===== src/rtl/lat_pkg.sv =====
package lat_pkg;

    localparam int unsigned DW   = 16;
    localparam int unsigned FRAC = DW - 1;

    typedef logic signed [DW-1:0]   smp_t;
    typedef logic signed [2*DW-1:0] prod_t;

    // sample token: data word with its slot strobe
    typedef struct packed {
        logic vld;
        smp_t val;
    } tok_t;

    // Q1.15 product truncated back to one word
    function automatic smp_t q_mul(input smp_t a, input smp_t b);
        prod_t p;
        p = a * b;
        return p[FRAC+DW-1:FRAC];
    endfunction

endpackage


===== src/rtl/lat_fwd_mac.sv =====
module lat_fwd_mac
    import lat_pkg::*;
(
    input  smp_t f_in,
    input  smp_t g_dly,
    input  smp_t k,
    output smp_t f_out
);
    // forward path: remove the reflected backward contribution
    assign f_out = f_in - q_mul(k, g_dly);
endmodule


===== src/rtl/lat_bwd_mac.sv =====
module lat_bwd_mac
    import lat_pkg::*;
(
    input  smp_t f_cur,
    input  smp_t g_dly,
    input  smp_t k,
    output smp_t g_out
);
    // backward path: add the reflected forward contribution
    assign g_out = g_dly + q_mul(k, f_cur);
endmodule


===== src/rtl/lat_pace.sv =====
module lat_pace #(
    parameter int unsigned STAGES = 3
) (
    input  logic clk,
    input  logic rst,
    input  logic in_valid,
    output logic accept,
    output logic open_slot,
    output logic load_en,
    output logic out_valid
);
    localparam logic OUT_PAR = 1'(STAGES % 2);

    logic              open_q;
    logic [STAGES:0]   vpipe;

    always_ff @(posedge clk) begin
        if (rst) begin
            open_q <= 1'b1;
            vpipe  <= '0;
        end else begin
            open_q <= ~open_q;
            vpipe  <= {vpipe[STAGES-1:0], accept};
        end
    end

    assign open_slot = open_q;
    assign accept    = in_valid & open_q;
    assign load_en   = vpipe[STAGES-1];
    assign out_valid = vpipe[STAGES];

    // results are spaced by at least one idle cycle
    assert_gap_R7: assert property (@(posedge clk) disable iff (rst)
        out_valid |=> !out_valid)
        else $error("out_valid high in consecutive cycles");

    // results land only on the slot parity fixed by the stage count
    assert_slot_R3: assert property (@(posedge clk) disable iff (rst)
        out_valid |-> (open_q == OUT_PAR))
        else $error("out_valid on wrong slot parity");
endmodule


===== src/rtl/lat_ar_systolic.sv =====
module lat_ar_systolic
    import lat_pkg::*;
#(
    parameter int unsigned STAGES = 3
) (
    input  logic                    clk,
    input  logic                    rst,
    input  logic                    in_valid,
    input  logic [DW-1:0]           in_sample,
    input  logic [STAGES*DW-1:0]    coef,
    output logic                    out_valid,
    output logic [DW-1:0]           out_sample
);
    localparam logic REAL_PAR = 1'((STAGES - 1) % 2);

    logic accept, open_slot, load_en;
    tok_t cap;
    smp_t gz;
    smp_t out_q;

    smp_t fa [1:STAGES];      // forward result of each stage (combinational)
    smp_t fq [2:STAGES];      // registered forward edge into the next stage
    smp_t gb [1:STAGES-1];    // backward result of each stage (combinational)
    smp_t gq [1:STAGES];      // single backward delay left after retiming

    lat_pace #(.STAGES(STAGES)) u_pace (
        .clk       (clk),
        .rst       (rst),
        .in_valid  (in_valid),
        .accept    (accept),
        .open_slot (open_slot),
        .load_en   (load_en),
        .out_valid (out_valid)
    );

    // input capture: closed or empty slots inject zero
    always_ff @(posedge clk) begin
        if (rst) begin
            cap <= '0;
        end else begin
            cap.vld <= accept;
            cap.val <= accept ? smp_t'(in_sample) : '0;
        end
    end

    for (genvar s = 1; s <= STAGES; s++) begin : g_stage
        smp_t k_s;
        smp_t f_src;
        assign k_s = smp_t'(coef[(s-1)*DW +: DW]);

        if (s == STAGES) begin : g_top
            assign f_src = cap.val;
        end else begin : g_mid
            assign f_src = fq[s+1];
        end

        lat_fwd_mac u_fwd (
            .f_in  (f_src),
            .g_dly (gq[s]),
            .k     (k_s),
            .f_out (fa[s])
        );

        if (s < STAGES) begin : g_back
            lat_bwd_mac u_bwd (
                .f_cur (fa[s]),
                .g_dly (gq[s]),
                .k     (k_s),
                .g_out (gb[s])
            );
        end
    end

    // retimed delays: one D on each forward edge, one D on each backward
    // edge, and the full 2D on the output return into stage 1
    always_ff @(posedge clk) begin
        if (rst) begin
            gz    <= '0;
            out_q <= '0;
            for (int s = 1; s <= STAGES; s++) gq[s] <= '0;
            for (int s = 2; s <= STAGES; s++) fq[s] <= '0;
        end else begin
            gz    <= fa[1];
            gq[1] <= gz;
            for (int s = 2; s <= STAGES; s++) begin
                gq[s] <= gb[s-1];
                fq[s] <= fa[s];
            end
            if (load_en) out_q <= fa[1];
        end
    end

    assign out_sample = out_q;

    // the output word moves only when a result is flagged
    assert_hold_R6: assert property (@(posedge clk) disable iff (rst)
        !out_valid |-> $stable(out_sample))
        else $error("output changed without out_valid");

    // the idle interleaved stream stays zero at the last stage
    assert_idle_zero_R4: assert property (@(posedge clk) disable iff (rst)
        (open_slot != REAL_PAR) |-> (fa[1] == '0))
        else $error("idle slot stream is not zero");
endmodule


===== config.mk =====
export PLATFORM = sky130hd
export DESIGN_NAME = lat_ar_systolic
export DESIGN_NICKNAME = d
export VERILOG_FILES = /design/src/rtl/lat_pkg.sv /design/src/rtl/lat_fwd_mac.sv /design/src/rtl/lat_bwd_mac.sv /design/src/rtl/lat_pace.sv /design/src/rtl/lat_ar_systolic.sv
export SDC_FILE = /design/constraint.sdc
export NUM_CORES = 2
export LEC_CHECK = 0
export BUFFER_PORTS_ARGS = -buffer_cell sky130_fd_sc_hd__buf_2
export CAP_MARGIN = 5
export CORE_MARGIN = 2
export CORE_UTILIZATION = 55
export CTS_CLUSTER_DIAMETER = 50
export DETAILED_ROUTE_END_ITERATION = 16
export PLACE_DENSITY = 0.76
export SLEW_MARGIN = 40
export SYNTH_ARGS = -nofsm -noshare
export SYNTH_HDL_FRONTEND = slang
export SYNTH_SLANG_ARGS = --single-unit

===== constraint.sdc =====
create_clock -name clk -period 30.9 [get_ports clk]
set_input_delay 4.635 -clock clk [delete_from_list [all_inputs] [get_ports clk]]
set_output_delay 4.635 -clock clk [all_outputs]
set_load 0.05 [all_outputs]

==> impl_results.md <==
- Die area: 97600 um2
- Worst slew pin tran: 0.930 ns
- Final wirelength: 126 mm
- Xor and xnor area share after synthesis: 0.0331
- Worst r2r src: gq[0][36]
- Main area contributors after synthesis: fa_1, ha_1, inv_1
- CTS tree: yes
- Final nets: roughly 7.4k
- RSZ-0062 raised after global routing: no
- Top cell type's share of synthesized area: 0.490
- Net Count, Synth: ~7.5k
- Most frequent CP cell: fa_1
- Syn Area/Cell: a little over 9 um2
- R2r setup slk: 14.25 ns
- DR iter-0 viols: around 2.7k
- Ys Warns: 0
- Adder-Cell Fraction of Synth Area: 0.601
- WP data arrival: 21.00 ns
- Max Freq: 0.0485 GHz
- Synthesized cell area: roughly 52000 um2
- Post-synth EDFFs: 0
- Worst-skew pair later-pin latency: 0.46 ns
- Crit Reg-Reg Endpoint: gq[0][63]
- Largest net degree at the start of global routing: 68
- Area Overhead vs Synth: 4.30%
- Crit path kind: input pin to flop
- Worst Path Buf+Inv: 9
- Final hold vios: 0
- Crit path max-delay family: adder cells
- Max Cap Viol: 0
- TNS Setup: 0 ns
- Drt pass-1 iters: 7
- Initial antenna violation count: 6
- Status: complete, no violations
- Total CTS buffers: 17
- Clock period minus worst slack: 20.62 ns
- Slowest stage delay, CP: 0.70 ns
- Via Count: 37.1k
- Vias per std cell: roughly 5.4
- Max clock buf depth: 2
- Critical-path top delay cell: a2111oi_0
- Hold Crit Start: u_pace.open_slot
- Sequential share of the synthesized area: 0.0509
- Die H: 312 um
- Finished Core Util: 0.577
- Number of remaining DRC errors: 0
- Most common cell in the synthesized netlist: inv_1
- Hold Buf Count CTS: 0
- Worst relative slew slack: 0.379
- WP data required: 31.28 ns
- Share of layout cells above drive strength 1: 0.0361
- Seq cells post-synth: 133
- Crit share post-route: 0.667
- Worst hold-check path type: flop to flop
- Placeable Area: around 95000 um2
- Leading post-synthesis cells by instance count: inv_1, fa_1, nand2_1, and2_1, ha_1
- Yosys cell types: 69
- Setup bufs post-CTS: 0
- Global-route usage over all layers: 0.273
- Worst Hold End: u_pace.open_slot
- Post-synth top flop: dfxtp_1
- Worst r2r path cells: 61
- # IOs: 84
- Simple-gate share of the synthesized area: 0.155
- GP Congestion: 0.904
- Final setup vio count: 0
- I/O Buffers: 83
- Routed Antenna Nets: 0
- Rows: between 100 and 150
- Total grt overflow: 0
- Clk root buf: clkbuf_16
- DR WL/cell: about 18 um
- Mapped Cells: 5704
- Clock Sink Count: ~130
- Critical Path Sink Type: flop
- Starting Density: 0.553
- Proportion of synthesized area in mux cells: 0.00268
- First-pass GRT wire length: between 200 and 250 mm
- Detailed Place HPWL: 98.7 mm
- H-tree levels: 4
- Setup Skew: around 0.019 ns
- Die Wd: between 300 and 400 um
- FFs w/ async S/R, synth: 0
- Largest fanout on the critical path: 32
- Area leader, netlist: fa_1
- Number of gates resized after cts: 0
- Compound-Gate Fraction of Synth Area: 0.0401
- Reg clk slew, reported paths: around 0.08 ns
- Critical Path Start Type: input pin
- Hold depth: 1
- Largest family of logic cells by synthesized area: adder cells
- Vias in the first global route: 40.9k
- Pins over their slew limit: 0
==> final cells by class <==
type / instances / area [um2]
diodes: 4 / 10.0
clock buffers: 17 / 425
clock inverters: 15 / 233
fillers: 8126 / 40000
inverters: 1428 / 5360
multi-input cells: 3932 / 43600
flip-flops and latches: 133 / 2680
well taps: 1265 / 1580
repair buffers: 120 / 696
==> flip-flops by register name, summed over array words and instances (netlist names) <==
register	flops
fq	32
gq	48
out_sample	16
u_pace.open_slot	1
gz	16
u_pace.vpipe	4
g_stage.f_src	16
==> cells by family after synthesis <==
family / after synthesis
multiplexers: 14
XOR/XNOR: 197
AO/OA/AOI/OAI: 320
buffers and inverters: 1639
flip-flops: 133
AND/OR/NAND/NOR: 1657
adder cells (fa/ha/maj): 1744
==> cell usage in the layout, fill, tap and decap left out, types with 22 or more instances in the layout <==
cell,instances
a21o_1,56
inv_1,1426
ha_1,462
dfxtp_1,118
nor2_1,165
nor2b_1,94
a21oi_1,93
nand3_1,22
nand2_1,727
fa_1,1278
o21ai_0,53
and2_1,494
buf_2,82
nor3_1,31
nand2b_1,58
xor2_1,59
buf_4,38
xnor2_1,128
o21a_1,29
==> metal layers <==
layer  wire (um)  track usage  share of wire
met1       50900        0.363           0.40
met2       61200        0.460           0.49
met3        9770       0.0461          0.078
met4        3820       0.0789          0.030
met5          13            0        0.00010
==> metrics by stage <==
step           hold slack [ns]  std cells  setup WS, ns  instance area (um2)
2_1_floorplan            0.378       5704         12.06                52300
3_3_place_gp             0.386       6878         10.37                53900
3_5_place_dp             0.395       6878          9.98                53900
4_1_cts                  0.415       6910         10.42                54500
5_1_grt                  0.447       6912          9.41                54600
6_report                 0.412       6914         10.28                54600
==> how the worst max path moves through the flow <==
stage | cells after the start | start | endpoint
after CTS | 61 | coef[25] | gq[0][63]
after floorplan | 60 | coef[26] | gq[0][63]
after detailed placement | 61 | coef[25] | gq[0][63]
after global routing | 62 | coef[25] | gq[0][63]
after global placement | 61 | coef[25] | gq[0][63]
final | 61 | coef[25] | gq[0][63]
Power is left out: the tool's default activity adds up to more than one toggle a clock period on the data nets, which glitch-free logic cannot reach.
